**src/rtl/gbr_pkg.sv**
```systemverilog
package gbr_pkg;
  // Condition field layout, MSB first: less, greater, equal, reserved-zero.
  typedef struct packed {
    logic lt;
    logic gt;
    logic eq;
    logic rsvd;
  } gbr_cond_t;

  typedef enum logic {
    GBR_DWORD = 1'b0,
    GBR_WORD  = 1'b1
  } gbr_mode_t;

  // Signed classification of a result given its sign bit and zero flag.
  function automatic gbr_cond_t gbr_classify(input logic sign_bit, input logic is_zero);
    gbr_cond_t c;
    c.lt   = sign_bit;
    c.gt   = !sign_bit && !is_zero;
    c.eq   = is_zero;
    c.rsvd = 1'b0;
    return c;
  endfunction
endpackage

```
**src/rtl/gbr_amt_sel.sv**
```systemverilog
module gbr_amt_sel #(
  parameter int unsigned DW = 64,
  parameter int unsigned AW = $clog2(DW)
) (
  input  logic [DW-1:0]       amt_reg,
  input  logic [AW-1:0]       amt_imm,
  input  logic                use_imm,
  input  gbr_pkg::gbr_mode_t  mode,
  output logic [AW-1:0]       amt
);
  logic [AW-1:0] raw_amt;

  always_comb begin
    raw_amt = use_imm ? amt_imm : amt_reg[AW-1:0];
    amt     = raw_amt;
    // Half-width mode keeps one bit fewer of the amount.
    if (mode == gbr_pkg::GBR_WORD) amt[AW-1] = 1'b0;
  end
endmodule

```
**src/rtl/gbr_butterfly.sv**
```systemverilog
module gbr_butterfly #(
  parameter int unsigned DW = 64,
  parameter int unsigned AW = $clog2(DW)
) (
  input  logic [DW-1:0] din,
  input  logic [AW-1:0] amt,
  output logic [DW-1:0] dout
);
  logic [DW-1:0] stg [AW+1];

  assign stg[0] = din;

  // Stage s swaps neighbouring groups of 2**s bits when amt[s] is set.
  for (genvar s = 0; s < AW; s++) begin : g_stage
    for (genvar i = 0; i < DW; i++) begin : g_bit
      assign stg[s+1][i] = amt[s] ? stg[s][i ^ (1 << s)] : stg[s][i];
    end
  end

  assign dout = stg[AW];

  // A permutation moves bits but never creates or loses them.
  always_comb begin
    assert_popcount_R3: assert ($countones(dout) == $countones(din))
      else $error("butterfly changed the number of set bits");
  end
endmodule

```
**src/rtl/gbr_flags.sv**
```systemverilog
module gbr_flags #(
  parameter int unsigned DW = 64
) (
  input  logic [DW-1:0]       value,
  output gbr_pkg::gbr_cond_t  flags
);
  logic sign_bit;
  logic is_zero;

  assign sign_bit = value[DW-1];
  assign is_zero  = (value == '0);
  assign flags    = gbr_pkg::gbr_classify(sign_bit, is_zero);
endmodule

```
**src/rtl/gbr_unit.sv**
```systemverilog
module gbr_unit #(
  parameter int unsigned DW = 64,
  localparam int unsigned AW = $clog2(DW),
  localparam int unsigned HW = DW / 2
) (
  input  logic          clk,
  input  logic          rst_n,
  input  logic          in_valid,
  input  logic [DW-1:0] src,
  input  logic [DW-1:0] amt_reg,
  input  logic [AW-1:0] amt_imm,
  input  logic          use_imm,
  input  logic          word_mode,
  output logic          out_valid,
  output logic [DW-1:0] result,
  output logic [3:0]    cond
);
  import gbr_pkg::*;

  gbr_mode_t     mode;
  logic [AW-1:0] amt;
  logic [DW-1:0] src_eff;
  logic [DW-1:0] perm;
  gbr_cond_t     flags;

  logic          valid_q;
  logic          word_q;
  logic [DW-1:0] result_q;
  gbr_cond_t     cond_q;

  assign mode    = word_mode ? GBR_WORD : GBR_DWORD;
  assign src_eff = (mode == GBR_WORD) ? {{HW{1'b0}}, src[HW-1:0]} : src;

  gbr_amt_sel #(.DW(DW), .AW(AW)) u_amt (
    .amt_reg (amt_reg),
    .amt_imm (amt_imm),
    .use_imm (use_imm),
    .mode    (mode),
    .amt     (amt)
  );

  gbr_butterfly #(.DW(DW), .AW(AW)) u_perm (
    .din  (src_eff),
    .amt  (amt),
    .dout (perm)
  );

  gbr_flags #(.DW(DW)) u_flags (
    .value (perm),
    .flags (flags)
  );

  always_ff @(posedge clk) begin
    if (!rst_n) begin
      valid_q  <= 1'b0;
      word_q   <= 1'b0;
      result_q <= '0;
      cond_q   <= '0;
    end else begin
      valid_q <= in_valid;
      if (in_valid) begin
        word_q   <= word_mode;
        result_q <= perm;
        cond_q   <= flags;
      end
    end
  end

  assign out_valid = valid_q;
  assign result    = result_q;
  assign cond      = cond_q;

  assert_valid_follows_R6: assert property (@(posedge clk) disable iff (!rst_n)
    in_valid |=> out_valid)
    else $error("request did not produce out_valid");

  assert_hold_R10: assert property (@(posedge clk) disable iff (!rst_n)
    !in_valid |=> ($stable(result) && $stable(cond)))
    else $error("result changed without a request");

  assert_word_upper_R4: assert property (@(posedge clk) disable iff (!rst_n)
    (out_valid && word_q) |-> (result[DW-1:HW] == '0))
    else $error("word mode left upper result bits set");

  assert_cond_match_R5: assert property (@(posedge clk) disable iff (!rst_n)
    out_valid |-> (cond[1] == (result == '0) && cond[3] == result[DW-1] && cond[0] == 1'b0))
    else $error("condition field disagrees with result");
endmodule

```
**config.mk**
```make
export PLATFORM = sky130hd
export DESIGN_NAME = gbr_unit
export DESIGN_NICKNAME = d
export VERILOG_FILES = /design/src/rtl/gbr_pkg.sv /design/src/rtl/gbr_amt_sel.sv /design/src/rtl/gbr_butterfly.sv /design/src/rtl/gbr_flags.sv /design/src/rtl/gbr_unit.sv
export SDC_FILE = /design/constraint.sdc
export NUM_CORES = 1
export LEC_CHECK = 0
export ABC_AREA = 1
export ABC_CLOCK_PERIOD_IN_PS = 7200
export BUFFER_PORTS_ARGS = -buffer_cell sky130_fd_sc_hd__buf_2
export CORE_ASPECT_RATIO = 2
export CORE_UTILIZATION = 40
export DETAILED_ROUTE_END_ITERATION = 7
export HOLD_SLACK_MARGIN = 0.06
export SLEW_MARGIN = 20
export SYNTH_ARGS = -nofsm -noshare
export SYNTH_HDL_FRONTEND = slang
export SYNTH_SLANG_ARGS = --single-unit
```
**constraint.sdc**
```tcl
create_clock -name clk -period 7.2 [get_ports clk]
set_input_delay 2.16 -clock clk [delete_from_list [all_inputs] [get_ports clk]]
set_output_delay 2.16 -clock clk [all_outputs]
set_load 0.03 [all_outputs]
```
* Yosys cells after proc, flatten, opt, wreduce, memory -nomap -nowiden
Cells that the tools add are included.
** Storage, ports and cells
- Logic and storage cells :: 397
- Register bits after elaboration :: 68
- Bits of input ports :: 139
** Cells by class
- Mux-type cells :: 388
- Reductions and logical operators :: 4
** Operators with widths (number)
- 2-to-1 mux 1 bit :: 386
- zero test 64 bit :: 1
- 2-to-1 mux 64 bit :: 1
- 2-to-1 mux 6 bit :: 1
- zero test 1 bit :: 2
- logical AND 1 bit :: 1

* Logic depth before layout (Yosys ltp)
Gate-level depths: netlist (run 1).
- Depth after elaboration :: 11
- Gate-level depth with buffers :: 24

* By module
A second synthesis (run 1) with hierarchy kept.
** Unflattened totals
- Cell total of the unflattened synthesis :: 1571
- Area total of the unflattened synthesis :: 7955.1 um2
** By module, submodules not included
- gbr_butterfly :: times used 1, cells each 980, area an instance 4444.3 um2
- gbr_unit :: times used 1, cells each 501, area an instance 3140.5 um2
- gbr_flags :: times used 1, cells each 68, area an instance 270.3 um2
- gbr_amt_sel :: times used 1, cells each 22, area an instance 100.1 um2

* Least setup slack after synthesis (run 1)
Ideal clock, no wire load.
- Kind :: input-to-reg
- From :: in use_imm
- To :: reg cond_q (netlist bit cond[2])
- Setup slack :: 3164 ps
- Library setup time :: 132 ps
- Arrival :: 3903 ps
- Data required time :: 7068 ps
- Stages on the path :: 21
- Cell sequence :: buf_4 > inv_4 > nand2_1 > o21ai_1 > buf_2 > buf_2 > nand2_1 > nand2_1 > nand2_1 > nand3_1 > nand3_1 > nand3_1 > nand2_1 > nor2_1 > nand2_1 > nor2_1 > nand2_1 > nor2_1 > nand2_1 > nand2_1 > a21oi_1
** Between the ends
- Longest elaborated chain between the ends :: 10
- Elaborated cells between the ends (all ways) :: 390
- Those cells by class :: mux (386); reduce/logical (4)
** RTL lines
- start: declaration :: RTL line gbr_unit.sv:12 : input logic use_imm,
- 2-to-1 mux 6 bit * :: RTL line gbr_amt_sel.sv:14 : raw_amt = use_imm ? amt_imm : amt_reg[AW-1:0];
- 2-to-1 mux 1 bit (6 in a row) :: RTL line gbr_butterfly.sv:16 : assign stg[s+1][i] = amt[s] ? stg[s][i ^ (1 << s)] : stg[s][i];
- zero test 64 bit :: RTL line gbr_flags.sv:11 : assign is_zero = (value == '0);
- zero test 1 bit :: RTL line gbr_pkg.sv:19 : c.gt = !sign_bit && !is_zero;
- logical AND 1 bit * :: RTL line gbr_pkg.sv:19
- end signal: assignment :: RTL line gbr_unit.sv:64 : cond_q <= flags;
- end: declaration :: RTL line gbr_unit.sv:29 : gbr_cond_t cond_q;
Every way passes the cells marked *; elsewhere a longest branch is shown, timed or not.
A chain may end at the register's enable or synchronous reset.

* Worst setup path after layout (run 1)
Same ends and word-level chain as after synthesis.

==> flow_summary_export.csv, run 1 <==
group,metric,value,unit
clocking,clockBufferDepth,2,
clocking,clkSinkCount,67,
die,dieWidth,100,um
grt,gr-usage-all-layers,31.9,%
yosys,avgSynthCellArea,5.18,um2
drt,wl_met2,15.7,mm
yosys,synth_warnings,0,
clocking,ctsHoldBuffers,0,
finish,drive_above_1_share,12.7,%
min_path,hold_end,"cond[2]",
clocking,cts_tree,"done",
finish,n_antenna_cell,0,
critical_path,path_cells,"buf_2 -> inv_4 -> o21ai_4 -> buf_4 -> nand2_1 -> nand2_1 -> nand2_1 -> nand3_1 -> nand3_1 -> nand3_1 -> nand2_1 -> nor2_1 -> nand2_1 -> nor2_1 -> nand2_1 -> nor2_1 -> nand2_1 -> nand2_1 -> a21oi_1",
critical_path,critPathCaptureType,"register",
sta,setup_viol,0,
critical_path,rrSetupSlack,6.37,ns
sta,relSlewSlack,31.4,%
min_path,hold_class,"reg2reg",
grt,grt_first_pass_wirelength,48.2,mm
drt,wl_per_cell,17.7,um
grt,grt_pass1_vias,9117,
placed_design,hpwl,24.7,mm
die,die_h,198,um
critical_path,worstPathRequired,7.37,ns
yosys,yosys.area.top_type_share,37.9,%
yosys,synth-seq-area-share,17.4,%
critical_path,cp_top_family,"simple AND/OR/NAND/NOR gates",
yosys,syn_inst,1488,
drt,drc,0,
power,ir_drop,0.120,mV
drt,maxUsedRoutingLayer,"met4",
yosys,synth_cell_types,24,
drt,via_per_inst,5.66,
critical_path,critPathKind,"in2reg",
yosys,synth.net_count,1627,
drt,dr_wl_met3,1.65,mm
yosys,synthTopCellsByArea,"nand3_1 38%, nand2_1 18%, dfxtp_1 17%",
die,core,18800,um2
die,ios,208,
finish,area_growth,12.5,%
critical_path,cp_max_fo,34,
drt,first_pass_iters,6,
grt,grt_max_degree,74,
critical_path,r2r.worst_path.cells,3,
outcome,status,"completed",
die,dieArea,19900,um2
sta,fmax,182,MHz
sta,fin_crit,5.50,ns
critical_path,slowest_stage,"o21ai_4",
sta,drv_slew,0,
drt,drt-initial-drc-count,832,
drt,drt.antenna.violating_nets,0,
drt,m1WireLength,12.0,mm
sta,finalCritPeriodShare,76.3,%
die,num_rows,71,
critical_path,r2r_start,"result[63]",
critical_path,path_buf_inv,3,
min_path,holdCritStartpoint,"cond[2]",
power,p_leak,4.82,nW
min_path,hold_depth,2,
finish,num-fill-cells,2227,
grt,gr-total-overflow,0,
sta,finalHoldViolations,0,
critical_path,cp_slowest_stage_delay,0.69,ns
power,powerDensity,203,nW/um2
drt,num_vias,10200,
clocking,post_cts_buffers,0,
clocking,clockRootBuffer,"clkbuf_16",
critical_path,r2r-end,"result[63]",
yosys,synth_top_cell_by_area,"nand3_1",
yosys,syn_area,7710,um2
sta,rsz0062_at_grt,"false",
critical_path,arrival,5.67,ns
clocking,cts_buffers,9,
die,initial_core_util,40.9,%
placed_design,io_buffers,148,
grt,antenna_found_initial,0,
finish,final_nets,1689,
clocking,ctsHtreeMaxLevel,3,
clocking,post_cts_resized,0,
sta,finClkSkew,0,ns
job,drv_cap,0,
drt,drt_wl_total,32.0,mm
yosys,ys_ff_latch,67,
clocking,clock_latency,0.33,ns
placed_design,routabilityCongestion,1.04,
sta,worst_pin_slew,1.03,ns
critical_path,crit_top_cell,"nand2_1",
critical_path,cp-start-kind,"input pin",
sta,tns,0,ns
sta,whs,0.463,ns
clocking,clk_pin_slew_worst_paths,0.06,ns
[logic make-up after synthesis]
kind of cell           count (synthesis)  synth area share, %
AND/OR/NAND/NOR                     1127                 64.8
buffers and inverters                219                 12.6
AO/OA/AOI/OAI                         74                 5.10
flip-flops                            67                 17.4
other                                  1               0.0487
[synth_stat cells, drive strengths merged]
cell / number
dfxtp: 67
conb: 1
o211ai: 3
or2: 4
inv: 110
nand2: 374
a21oi: 2
nor2: 161
o21ai: 67
clkbuf: 36
o221ai: 2
buf: 73
nand3: 587
nor3: 1
[flip-flops by register name, summed over array words and instances (netlist names)]
| signal | cells |
|---|---|
| out_valid | 1 |
| cond | 2 |
| result | 64 |
[worst min-delay path: stages, from the launching register on]
cell and delay (ns):
dfxtp_1 0.31, nand2_1 0.06, a21oi_1 0.05
[layout make-up]
type / count / area (um2) / share of cell area (%)
Clock buffer: 10 / 239 / 2.76
Sequential cell: 67 / 1340 / 15.5
Timing Repair Buffer: 160 / 831 / 9.58
Multi-Input combinational cell: 1202 / 5450 / 62.9
Clock inverter: 6 / 72.6 / 0.837
Inverter: 110 / 418 / 4.82
Tap cell: 255 / 319 / 3.68
[layout by cell type (no fill, tap or decap), drive strengths merged, types with 4 or more instances in the layout]
master	n
nand3	587
clkbuf	10
o21ai	67
dfxtp	67
inv	110
clkinv	4
or2	4
nand2	374
buf	160
nor2	161
[per-stage QoR]
step	cells	instance area [um2]	total power, mW	setup WS, ns	utilization [%]
after floorplan	1488	7710	1.04	3.16	-
after global placement	1794	8360	1.29	1.57	44.4
after detailed placement	1794	8360	1.30	1.55	44.4
after CTS	1810	8670	1.75	1.89	46.0
after global routing	1810	8670	1.86	1.40	46.0
final	1810	8670	1.76	1.70	46.0
[worst max-delay path by stage]
stage                        from      end  cells after the start
after global placement    use_imm  cond[2]                     19
after CTS                 use_imm  cond[2]                     19
final                     use_imm  cond[2]                     19
after global routing      use_imm  cond[2]                     22
after floorplan           use_imm  cond[2]                     21
after detailed placement  use_imm  cond[2]                     19
[layer usage]
layer / track usage [%] / up-vias
met5: 0 / -
met4: 25.4 / 0
met3: 2.40 / 110
met2: 54.7 / 466
met1: 35.7 / 4616
li1: - / 5053
[power breakdown]
group / internal (mW) / switching (mW) / leakage, nW
sequential: 0.408 / 0.0197 / 0.557
clock: 0.281 / 0.168 / 0.150
combinational: 0.241 / 0.642 / 4.11
total: 0.929 / 0.830 / 4.82
Note: power is estimated with default switching activity, not from simulation.
==> run 2: changes to the inputs <==
--- a/config.mk
+++ b/config.mk
@@ -6,7 +6,7 @@
 export NUM_CORES = 1
 export LEC_CHECK = 0
 export ABC_AREA = 1
-export ABC_CLOCK_PERIOD_IN_PS = 7200
+export ABC_CLOCK_PERIOD_IN_PS = 5300
 export BUFFER_PORTS_ARGS = -buffer_cell sky130_fd_sc_hd__buf_2
 export CORE_ASPECT_RATIO = 2
 export CORE_UTILIZATION = 40
==> constraint.sdc (replaced) <==
create_clock -name clk -period 5.3 [get_ports clk]
set_input_delay 1.59 -clock clk [delete_from_list [all_inputs] [get_ports clk]]
set_output_delay 1.59 -clock clk [all_outputs]
set_load 0.03 [all_outputs]
==> flow_summary_export.csv, run 2 (synthesis gave the netlist of run 1 again) <==
group,metric,value,unit
sta,setup_viol,0,
sta,worst_pin_slew,1.01,ns
finish,drive_above_1_share,13.3,%
critical_path,worstPathRequired,5.47,ns
critical_path,critPathKind,"in2reg",
drt,drt_wl_total,32.2,mm
drt,drc,0,
clocking,post_cts_buffers,0,
placed_design,routabilityCongestion,1.07,
clocking,ctsHoldBuffers,0,
clocking,clockRootBuffer,"clkbuf_16",
die,dieArea,19900,um2
die,dieWidth,100,um
die,ios,208,
clocking,clk_pin_slew_worst_paths,0.05,ns
sta,setup_slack,0.785,ns
finish,multi_input_area,5450,um2
sta,finClkSkew,0,ns
drt,via_per_inst,5.68,
finish,final_common_cell,"nand3_1",
sta,relSlewSlack,32.4,%
job,drv_cap,0,
critical_path,cp_max_fo,64,
sta,whs,0.461,ns
grt,gr-total-overflow,0,
sta,fmax,222,MHz
sta,finalCritPeriodShare,85.2,%
critical_path,cp-start-kind,"input pin",
placed_design,hpwl,25.5,mm
clocking,ctsHtreeMaxLevel,3,
placed_design,pre_cts_slack,0.537,ns
finish,final_nets,1701,
power,powerDensity,280,nW/um2
clocking,clkSinkCount,67,
die,die_h,198,um
grt,grt_max_degree,73,
die,core,18800,um2
finish,area_growth,15.1,%
power,ir_drop,0.283,mV
critical_path,arrival,4.69,ns
critical_path,rrSetupSlack,4.44,ns
drt,num_vias,10300,
drt,drt.antenna.violating_nets,0,
sta,drv_slew,0,
clocking,post_cts_resized,0,
finish,final_cell_mix,"584 x nand3_1, 371 x nand2_1, 161 x nor2_1",
clocking,clock_latency,0.33,ns
outcome,status,"completed",
grt,grt_first_pass_wirelength,49.4,mm
power,p_leak,4.92,nW
die,num_rows,71,
sta,rsz0062_at_grt,"false",
finish,num-fill-cells,2201,
grt,gr-usage-all-layers,32.6,%
finish,largest_reg_flops,64,
power,power.total,2.48,mW
drt,drt-initial-drc-count,953,
grt,grt_pass1_vias,9402,
min_path,hold_class,"reg2reg",
finish,n_antenna_cell,0,
clocking,clockBufferDepth,2,
drt,first_pass_iters,8,
die,initial_core_util,40.9,%
placed_design,io_buffers,148,
clocking,cts_tree,"done",
sta,fin_crit,4.51,ns
critical_path,critPathCaptureType,"register",
finish,seq_area,1340,um2
sta,finalHoldViolations,0,
clocking,cts_buffers,9,
drt,wl_per_cell,17.7,um
grt,antenna_found_initial,0,
sta,tns,0,ns
-- run 2: metrics by stage --
step	util, %	std cells	area (um2)
floorplan	-	1488	7710
global placement	45.3	1806	8530
detailed placement	45.3	1806	8530
CTS	47.1	1821	8870
global route	47.1	1821	8870
finish	47.1	1821	8870
-- run 2: final cells by class --
class	count	share of cell area (%)
multi-input combinational	1202	61.4
clock inverter	6	1.30
tap	255	3.60
sequential	67	15.1
inverter	110	4.68
clock buffer	9	2.54
timing repair buffer	172	11.4
-- run 2: report_power, final --
| part | total, mW | switching [mW] | internal [mW] |
|---|---|---|---|
| clock | 0.678 | 0.220 | 0.458 |
| sequential | 0.579 | 0.0252 | 0.554 |
| combinational | 1.22 | 0.877 | 0.346 |
| total | 2.48 | 1.12 | 1.36 |
-- run 2: critical path: stages --
cell,delay [ns]
buf_2,0.29
inv_4,0.11
or2_2,0.31
o21ai_4,0.07
buf_4,0.59
nand3_1,0.14
nand2_1,0.14
nand2_1,0.08
nand3_1,0.30
nand2_1,0.15
nor2_1,0.12
nand2_1,0.10
nor2_1,0.11
nand2_1,0.05
nor2_1,0.22
nand2_1,0.15
nand2_1,0.08
a21oi_1,0.05
-- run 2: final timing paths --
path | startpoint | end | cells past startpoint
min | cond[2] | cond[2] | 2
min reg2reg | cond[2] | cond[2] | 2
max | use_imm | cond[2] | 18
max reg2reg | result[63] | result[63] | 3
-- run 2: layer usage --
metal / global-route usage, % / routed length, um / up-vias
met5: 0 / 0 / -
met4: 25.8 / 2790 / 0
met3: 2.22 / 1680 / 124
met2: 56.0 / 16100 / 466
met1: 36.5 / 11700 / 4681
li1: - / - / 5071
